==> config.mk <==
export PLATFORM = sky130hd
export DESIGN_NAME = dist_ctl_reg
export DESIGN_NICKNAME = d
export VERILOG_FILES = /design/src/rtl/dist_ctl_reg.sv
export SDC_FILE = /design/constraint.sdc
export NUM_CORES = 1
export LEC_CHECK = 0
export BUFFER_PORTS_ARGS = -buffer_cell sky130_fd_sc_hd__clkbuf_2
export CAP_MARGIN = 40
export CORE_AREA = 2 2 49 51
export CTS_CLUSTER_DIAMETER = 60
export CTS_CLUSTER_SIZE = 28
export DETAILED_ROUTE_END_ITERATION = 16
export DIE_AREA = 0 0 51 53
export GPL_TIMING_DRIVEN = 1
export PLACE_DENSITY = 0.74
export SYNTH_ARGS = -nofsm -noshare
export SYNTH_HDL_FRONTEND = slang
export SYNTH_SLANG_ARGS = --single-unit
==> constraint.sdc <==
create_clock -name clk -period 1 [get_ports clk]
set_input_delay 0.1 -clock clk [delete_from_list [all_inputs] [get_ports clk]]
set_output_delay 0.1 -clock clk [all_outputs]
set_load 0.005 [all_outputs]
==> src/rtl/dist_ctl_reg.sv <==
module dist_ctl_reg #(
  parameter int ADDR_W = 12,
  parameter int REG_OFFSET = 0
) (
  input  logic              clk,
  input  logic              rst_n,
  input  logic              acc_valid,
  input  logic              acc_write,
  input  logic              acc_secure,
  input  logic [ADDR_W-1:0] acc_offset,
  input  logic [1:0]        acc_size,
  input  logic [31:0]       acc_wdata,
  output logic [31:0]       rd_data,
  output logic              acc_err,
  output logic              grp0_en,
  output logic              grp1ns_en,
  output logic              grp1s_en,
  output logic              sec_off
);
  localparam logic [1:0]        SZ_WORD = 2'd2;
  localparam logic [ADDR_W-1:0] OFS     = ADDR_W'(REG_OFFSET);
  localparam logic [31:0]       NS_VIEW = 32'h8000_0012;

  logic en0_q, en1ns_q, en1s_q, off_q;
  logic hit, word, wr_ok;
  logic [31:0] full_view, wmask;

  assign hit   = acc_valid && (acc_offset == OFS);
  assign word  = (acc_size == SZ_WORD);
  assign wr_ok = hit && word && acc_write;
  assign acc_err = hit && !word;

  // bit 31 write-pending and bit 7 wakeup stay zero; bit 5 drops once split is off
  assign full_view = {1'b0, 24'd0, 1'b0, off_q, !off_q, 1'b1, 1'b0,
                      en1s_q, en1ns_q, en0_q};

  always_comb begin
    if (off_q)           wmask = 32'h0000_0003;
    else if (acc_secure) wmask = 32'h0000_0047;
    else                 wmask = 32'h0000_0002;
  end

  always_comb begin
    rd_data = 32'd0;
    if (hit && word && !acc_write)
      rd_data = (!acc_secure && !off_q) ? (full_view & NS_VIEW) : full_view;
  end

  always_ff @(posedge clk) begin
    if (!rst_n) begin
      en0_q   <= 1'b0;
      en1ns_q <= 1'b0;
      en1s_q  <= 1'b0;
      off_q   <= 1'b0;
    end else if (wr_ok) begin
      if (wmask[0]) en0_q   <= acc_wdata[0];
      if (wmask[1]) en1ns_q <= acc_wdata[1];
      if (wmask[6] && acc_wdata[6]) begin
        off_q  <= 1'b1;
        en1s_q <= 1'b0;
      end else if (wmask[2]) begin
        en1s_q <= acc_wdata[2];
      end
    end
  end

  assign grp0_en   = en0_q;
  assign grp1ns_en = en1ns_q;
  assign grp1s_en  = en1s_q;
  assign sec_off   = off_q;

  assert_off_sticky_R6: assert property (@(posedge clk) disable iff (!rst_n)
    sec_off |=> sec_off);

  assert_no_s1_when_off_R5: assert property (@(posedge clk) disable iff (!rst_n)
    sec_off |-> !grp1s_en);

  assert_ns_write_scope_R4: assert property (@(posedge clk) disable iff (!rst_n)
    (acc_valid && acc_write && !acc_secure && !sec_off && acc_offset == OFS)
      |=> ($stable(grp0_en) && $stable(grp1s_en) && !sec_off));

  assert_err_only_bad_size_R9: assert property (@(posedge clk) disable iff (!rst_n)
    acc_err |-> (acc_valid && acc_offset == OFS && acc_size != SZ_WORD && rd_data == 32'd0));

  assert_fixed_bits_R8: assert property (@(posedge clk) disable iff (!rst_n)
    (acc_valid && !acc_write && acc_offset == OFS && acc_size == SZ_WORD)
      |-> (rd_data[4] && !rd_data[31] && !rd_data[7]));
endmodule

; ---- After elaboration in Yosys (flattened, before gate mapping)
; Cells that the tools add are included.
[word_totals]
in_bits = 51
mem_bits_ro = 0
wordCells = 28
ram_bits = 0
n_memories = 0
output_inout_bits = 37
latch_bits = 0
regBits = 4
[classes]
n_mul = 0
eq_ne = 1
div_mod_pow = 0
n_bitwise = 0
n_reduce_logical = 17
mux = 6
n_addsub = 0
shift = 0
order_cmp = 0
[op_table]
columns = op, n
row1 = $mux 7, 4
row2 = $logic_not 12->1, 1
row3 = $reduce_and 2->1, 4
row4 = $logic_and 1x1->1, 7
row5 = $logic_not 1->1, 4
row6 = $eq 2x2->1 const B, 1
row7 = $mux 1, 2
row8 = $reduce_bool 2->1, 1

; ---- Logic depth before layout (Yosys ltp)
; Gate-level depths: netlist of the first run.
[depth]
ltp_word = 5
ltp_mapped = 4
depth_no_buf = 4

; ---- Worst setup path before layout of the first run
; OpenSTA, ideal clock, no wires.
[synth_path]
path_type = in2out
startpoint = in acc_offset[3]
endpoint = out rd_data[5]
path_buffers = 0
t_required_ns = 0.900
arrival_time_ns = 0.985
path_slack_ns = -0.085
stages = 4
path_cell_list = nor4_2 and4_4 nor2b_4 and3b_1
[synth_between]
elab_chain_len = 5
[synth_lines]
columns = element, line_no
row1 = start: declaration, 10  ; input logic [ADDR_W-1:0] acc_offset,
row2 = $logic_not 12->1, 28  ; assign hit = acc_valid && (acc_offset == OFS);
row3 = $logic_and 1x1->1, 28
row4 = $logic_and 1x1->1 (2 in a row), 45  ; if (hit && word && !acc_write)
row5 = $mux 7, 45
row6 = end: declaration, 13  ; output logic [31:0] rd_data,
; No other way between the ends.

; ---- Worst setup path after layout of the first run
[layout_path]
startpoint = in acc_offset[8]
endpoint = out rd_data[0]
; The elaborated chain is that of the path after synthesis.

==> flow_summary_export.csv, run 1 <==
group,metric,value,unit
sta,rsz0062_at_grt,"yes",
synthesis,yosysWarnings,0,
floorplan,dieArea,2700,um^2
synthesis,ys_async_sr_fraction,0,
power_and_ir_drop,ir_drop,0.000596,V
floorplan,ios,88,
synthesis,synth-edff-count,0,
placement,post-place-ws,-349,ps
synthesis,synthMostInstantiatedCell,"buf_4",
synthesis,ys_types,24,
grt,grt.total_usage,0.0801,
worst_setup_path,slowest_stage,"nor4_4",
sta,min_period_over_period,1.30,
worst_setup_path,rr_worst_depth,3,
status,status,"finished, violations left",
clock_network,clock-root-buffer,"clkbuf_4",
route,vias_per_cell,3.72,
worst_setup_path,endpoint_kind,"output pin",
floorplan,start_util,0.236,
sta,fmax,0.769,GHz
power_and_ir_drop,p_total,0.479,mW
synthesis,synthTopCellsByArea,"buf_4, dfxtp_1, mux2i_1",
placement,dp.cells,123,
cells_and_area,stdcell_area,709,um^2
clock_network,cts_tree,"yes",
clock_network,cts_buffer_depth,2,
worst_setup_path,r2r_start,"sec_off",
synthesis,yosysSeqAreaShare,0.158,
sta,drv_slew,0,
grt,grt_overflow,0,
grt,grt_pass1_wl,1600,um
route,wl,1150,um
worst_setup_path,crit_buf_inv,2,
clock_network,clk_pin_slew_worst_paths,40,ps
placement,place_hpwl,969,um
synthesis,synth_seq_cells,4,
synthesis,synth_area,507,um^2
worst_setup_path,start_kind,"input port",
worst_setup_path,cpMostUsedCell,"buf_6",
cells_and_area,area_growth,40.0,%
worst_setup_path,path_depth,6,
clock_network,cts_sinks,4,
route,drt-met1-wl,384,um
route,antenna_left,0,
worst_setup_path,crit_end,"rd_data[0]",
synthesis,synth_top_area_frac,0.385,
min_path,hp-class,"input port to flop",
cells_and_area,drive_gt1_frac,0.510,
clock_network,cts_max_level,1,
grt,antenna_found_initial,0,
route,drt_iter0_markers,3,
sta,finClkSkew,3.41,ps
worst_setup_path,cp-startpoint,"acc_offset[8]",
synthesis,synth_top_cell_by_area,"buf_4",
floorplan,rows,17,
worst_setup_path,max_stage_delay,270,ps
cells_and_area,nFillCells,237,
placement,place.gp.congestion,0.759,
power_and_ir_drop,p_leak,0.390,nW
cells_and_area,finalNonFillerCells,128,
sta,period_needed,1300,ps
status,violations,"setup timing",
power_and_ir_drop,powerDensity,675,nW/um^2
worst_setup_path,r2r_slack,120,ps
sta,finalSetupViolations,7,
grt,grt_pass1_vias,408,
synthesis,synthTopCellsByCount,"buf_4, nand2_1, dfxtp_1",
sta,fin_ws,-301,ps
route,avgRoutedWirePerCell,9.00,um
route,route.met2.wl,608,um
floorplan,dieWidth,51,um
route,wl_met3,159,um
synthesis,syn-instance-count,63,
route,drcViolationCount,0,
clock_network,cts_buffers,3,
worst_setup_path,worstPathArrival,1200,ps
placement,port_buffers,33,
clock_network,worstSkewPairLatency,240,ps
worst_setup_path,crit_type,"input port to output pin",
route,vias,476,
job,drv_cap,0,
worst_setup_path,cp_top_family,"simple AND/OR/NAND/NOR gates",
worst_setup_path,critPathRequiredTime,900,ps
cells_and_area,diodes,0,
sta,finalHoldViolCount,0,
synthesis,synth.avg_cell_area,8.04,um^2
worst_setup_path,crit_fanout,6,
synthesis,synth-main-ff-cell,"dfxtp_1",
route,drt_first_pass_iters,2,
worst_setup_path,cp_cell_sequence,"buf_6, nor4_4, and4_4, nor2b_4, and3_4, buf_6",
placement,placed_area,624,um^2
grt,grt_max_degree,9,
worst_setup_path,r2r_end,"grp1s_en",
floorplan,die_h,53,um
cells_and_area,nets,153,
route,routed.top_layer,"met3",
floorplan,core-area,2150,um^2
cells in the final DEF, fill, tap and decap left out, drive strengths merged, types with 2 or more instances in the layout:
master  count
nand2       7
dfxtp       4
mux2i       3
nor4        2
and2        2
and3        2
conb       26
nand3       2
clkbuf     31
buf         8
cell families after synthesis:
group           after synthesis  share of synthesized area
compound gates                2                     0.0197
buf+inv                      28                      0.400
flops                         4                      0.158
mux                           3                     0.0593
other cells                   1                    0.00740
simple gates                 25                      0.356
metal layers:
metal  vias up  track usage
met5         -            0
met4         0            0
met1       208       0.0726
li1        234            -
met3         0       0.0565
met2        34        0.154
layout make-up:
cell class              instances  area [um^2]  share of cell area
multi-input cells              56          355               0.501
repair buffers                 36          213               0.300
flip-flops and latches          4         80.1               0.113
well taps                      28         35.0              0.0494
clock buffers                   3         22.5              0.0317
inverters                       1         3.75             0.00529
stage by stage:
step,hold WS [ps],setup TNS [ps],utilization
CTS,85.8,-1770,0.308
finish,88.9,-1640,0.330
global route,100,-2150,0.330
detailed placement,334,-2280,0.291
floorplan,224,-257,-
global placement,336,-1940,0.291
how the worst min path moves through the flow:
stage                 startpoint          to  slack (ps)  cells past startpoint
floorplan              acc_write  rd_data[4]         220                      1
global placement    acc_wdata[0]     grp0_en         340                      3
global route        acc_wdata[0]     grp0_en         100                      3
finish              acc_wdata[0]     grp0_en          90                      3
CTS                 acc_wdata[0]     grp0_en          90                      3
detailed placement  acc_wdata[0]     grp0_en         330                      3
report_power, final:
group          internal, mW  total (mW)  switching [mW]
registers             0.160       0.160     0.000000876
logic                0.0501       0.115          0.0654
clock network         0.134       0.203          0.0685
total                 0.345       0.479           0.134
sequential cells by signal (all words and copies together), names as in the netlist:
| name | cells |
|---|---|
| grp0_en | 1 |
| sec_off | 1 |
| grp1s_en | 1 |
| grp1ns_en | 1 |
timing repair:
action,CTS,global route
endpoints found under the setup margin,6,9
gates resized for setup,0,12
pin swaps,2,5
hold buffers,0,0
gates cloned,0,0
setup buffers,2,1
worst register-to-register path: cells and delay by family (launching register included):
kind | cells | cell delay (ps)
flops | 1 | 300
buf+inv | 1 | 140
mux | 1 | 140
simple gates | 1 | 190
Power figures use the tool's default switching activity.
==> run 2, diff against run 1 <==
ABC_AREA = 1   (was default)
CORE_AREA = 2 2 50 52   (was 2 2 49 51)
DIE_AREA = 0 0 52 54   (was 0 0 51 53)
PLACE_DENSITY = 0.73   (was 0.74)
==> flow_summary_export.csv, run 2 <==
group,metric,value,unit
floorplan,start_util,0.227,
sta,fmax,0.883,GHz
power_and_ir_drop,p_int,0.344,mW
sta,rsz0062_at_grt,"yes",
cells_and_area,area_growth,35.0,%
synthesis,synth_top_cell_by_area,"buf_4",
cells_and_area,nets,178,
placement,place.gp.congestion,0.638,
route,drt_first_pass_iters,2,
worst_setup_path,cp_cell_sequence,"clkbuf_2, or2_4, nor2_4, nand4_1, nor2_1, buf_2",
route,antenna_left,0,
clock_network,cts_buffer_depth,2,
synthesis,synth_fa_ha_area_frac,0,
synthesis,yosys.area_share.xor_xnor,0,
worst_setup_path,critPathRequiredTime,900,ps
worst_setup_path,crit_type,"input port to output pin",
status,violations,"setup timing",
synthesis,synthTopCellsByArea,"buf_4, dfxtp_1, nor2_1",
clock_network,clock-root-buffer,"clkbuf_4",
power_and_ir_drop,clkPwrFrac,0.414,
power_and_ir_drop,seqPwrFrac,0.345,
worst_setup_path,crit_fanout,6,
sta,fin_ws,-133,ps
synthesis,yosysSeqAreaShare,0.152,
cells_and_area,diodes,0,
synthesis,syn-instance-count,84,
sta,min_period_over_period,1.13,
synthesis,synthMostInstantiatedCell,"buf_4",
synthesis,synth_area,526,um^2
power_and_ir_drop,switching_share,0.260,
clock_network,holdBufCountCts,0,
worst_setup_path,slowest_stage,"or2_4",
clock_network,clk_pin_slew_worst_paths,40,ps
synthesis,synth-edff-count,0,
grt,grt_max_degree,7,
synthesis,ys_async_sr_fraction,0,
route,drcViolationCount,0,
worst_setup_path,start_kind,"input port",
grt,grt_overflow,0,
synthesis,ys_types,14,
cells_and_area,drive_gt1_frac,0.416,
synthesis,synth_top_area_frac,0.371,
floorplan,core-area,2320,um^2
cells_and_area,mostFrequentLayoutCells,"clkbuf_2, conb_1, nor2_1",
grt,grt_pass1_wl,1590,um
power_and_ir_drop,p_leak,0.425,nW
grt,grt_pass1_vias,462,
floorplan,ios,88,
clock_network,cts_buffers,3,
worst_setup_path,path_depth,6,
power_and_ir_drop,p_switching,0.121,mW
status,status,"finished, violations left",
sta,period_needed,1130,ps
power_and_ir_drop,p_comb_frac,0.241,
worst_setup_path,max_stage_delay,240,ps
clock_network,worstSkewPairLatency,230,ps
floorplan,rows,18,
sta,finalHoldViolCount,0,
floorplan,dieWidth,52,um
sta,finalSetupViolations,11,
synthesis,synth_compound_area_frac,0.0476,
clock_network,cts_sinks,4,
min_path,holdPathStages,3,
route,wl,1050,um
floorplan,die_h,54,um
worst_setup_path,rr_worst_depth,5,
cells_and_area,layout_commonest_cell,"clkbuf_2",
power_and_ir_drop,powerDensity,655,nW/um^2
min_path,hp-class,"input port to flop",
route,drt_iter0_markers,2,
clock_network,cts_max_level,1,
grt,antenna_found_initial,0,
job,drv_cap,0,
synthesis,synth-simple-area-share,0.336,
floorplan,dieArea,2810,um^2
synthesis,synth-main-ff-cell,"dfxtp_1",
synthesis,synth.area.mux_share,0,
worst_setup_path,endpoint_kind,"output pin",
worst_setup_path,worstPathArrival,1030,ps
synthesis,synth_top_family_by_area,"buffers and inverters",
worst_setup_path,cp_top_family,"simple AND/OR/NAND/NOR gates",
sta,setup_tns,-956,ps
cells_and_area,stdcell_area,709,um^2
route,vias,527,
synthesis,yosysWarnings,0,
placement,post-place-ws,-203,ps
synthesis,synth.avg_cell_area,6.26,um^2
power_and_ir_drop,ir_drop,0.000544,V
synthesis,synth_seq_cells,4,
route,avgRoutedWirePerCell,6.77,um
placement,placed_area,657,um^2
sta,finClkSkew,0.204,ps
grt,grt.total_usage,0.0758,
clock_network,cts_tree,"yes",
route,vias_per_cell,3.40,
worst_setup_path,crit_buf_inv,2,
sta,drv_slew,0,
placement,place_hpwl,940,um
synthesis,synthTopCellsByCount,"buf_4, nor2_1, inv_1, nand2_1",
placement,port_buffers,33,
run 2: changes by cell type after synthesis, moves of 3 or more:
cell     delta
nand2_1     +5
a21oi_1     +3
mux2i_1     -3
nor2_1     +15
inv_1      +11
run 2: cell type report:
| class | count | area [um^2] |
|---|---|---|
| fill | 272 | 1610 |
| multi-input combinational | 67 | 313 |
| timing repair buffer | 39 | 210 |
| sequential | 4 | 81.3 |
| inverter | 12 | 45.0 |
| tap | 30 | 37.5 |
| clock buffer | 3 | 22.5 |
run 2: final timing paths:
| kind | startpoint | end | slack, ps |
|---|---|---|---|
| setup / recovery | acc_offset[4] | rd_data[6] | -130 |
| hold / removal | acc_wdata[1] | grp1ns_en | 110 |
| setup reg to reg | sec_off | grp1s_en | 150 |
| hold reg to reg | sec_off | sec_off | 500 |
run 2: logic make-up after synthesis:
| kind of cell | after synthesis |
|---|---|
| buf+inv | 38 |
| compound gates | 5 |
| other cells | 1 |
| simple gates | 36 |
| flops | 4 |
run 2: power groups by stage:
stage                     clock (mW)  combinational [mW]  sequential [mW]
after floorplan                    0               0.127            0.163
after CTS                      0.203               0.108            0.160
final                          0.193               0.112            0.160
after global routing           0.211               0.132            0.160
after detailed placement           0               0.106            0.163
after global placement             0               0.105            0.163
run 2: through the flow:
| stage | util | instances | power [mW] | hold WS [ps] |
|---|---|---|---|---|
| final | 0.306 | 155 | 0.465 | 106 |
| after global routing | 0.306 | 155 | 0.503 | 120 |
| after CTS | 0.300 | 155 | 0.471 | 106 |
| after detailed placement | 0.283 | 150 | 0.269 | 347 |
| after global placement | 0.283 | 150 | 0.268 | 336 |
| after floorplan | - | 109 | 0.290 | 221 |
run 2: worst min-delay path, cell delays in order:
cell and delay, ps:
clkbuf_2 80, nand2_1 60, a21oi_2 40
run 2: timing repair:
item / in CTS / in global routing
pin swaps: 6 / 9
gates resized for setup: 1 / 10
setup buffers: 2 / 0
endpoints found under the setup margin: 6 / 11
run 2: layer usage:
metal,share of wire,global-route usage,up-vias
li1,-,-,281
met1,0.30,0.0579,222
met2,0.59,0.167,24
met3,0.10,0.0278,0
met4,0,0.0263,0
met5,0,0,-
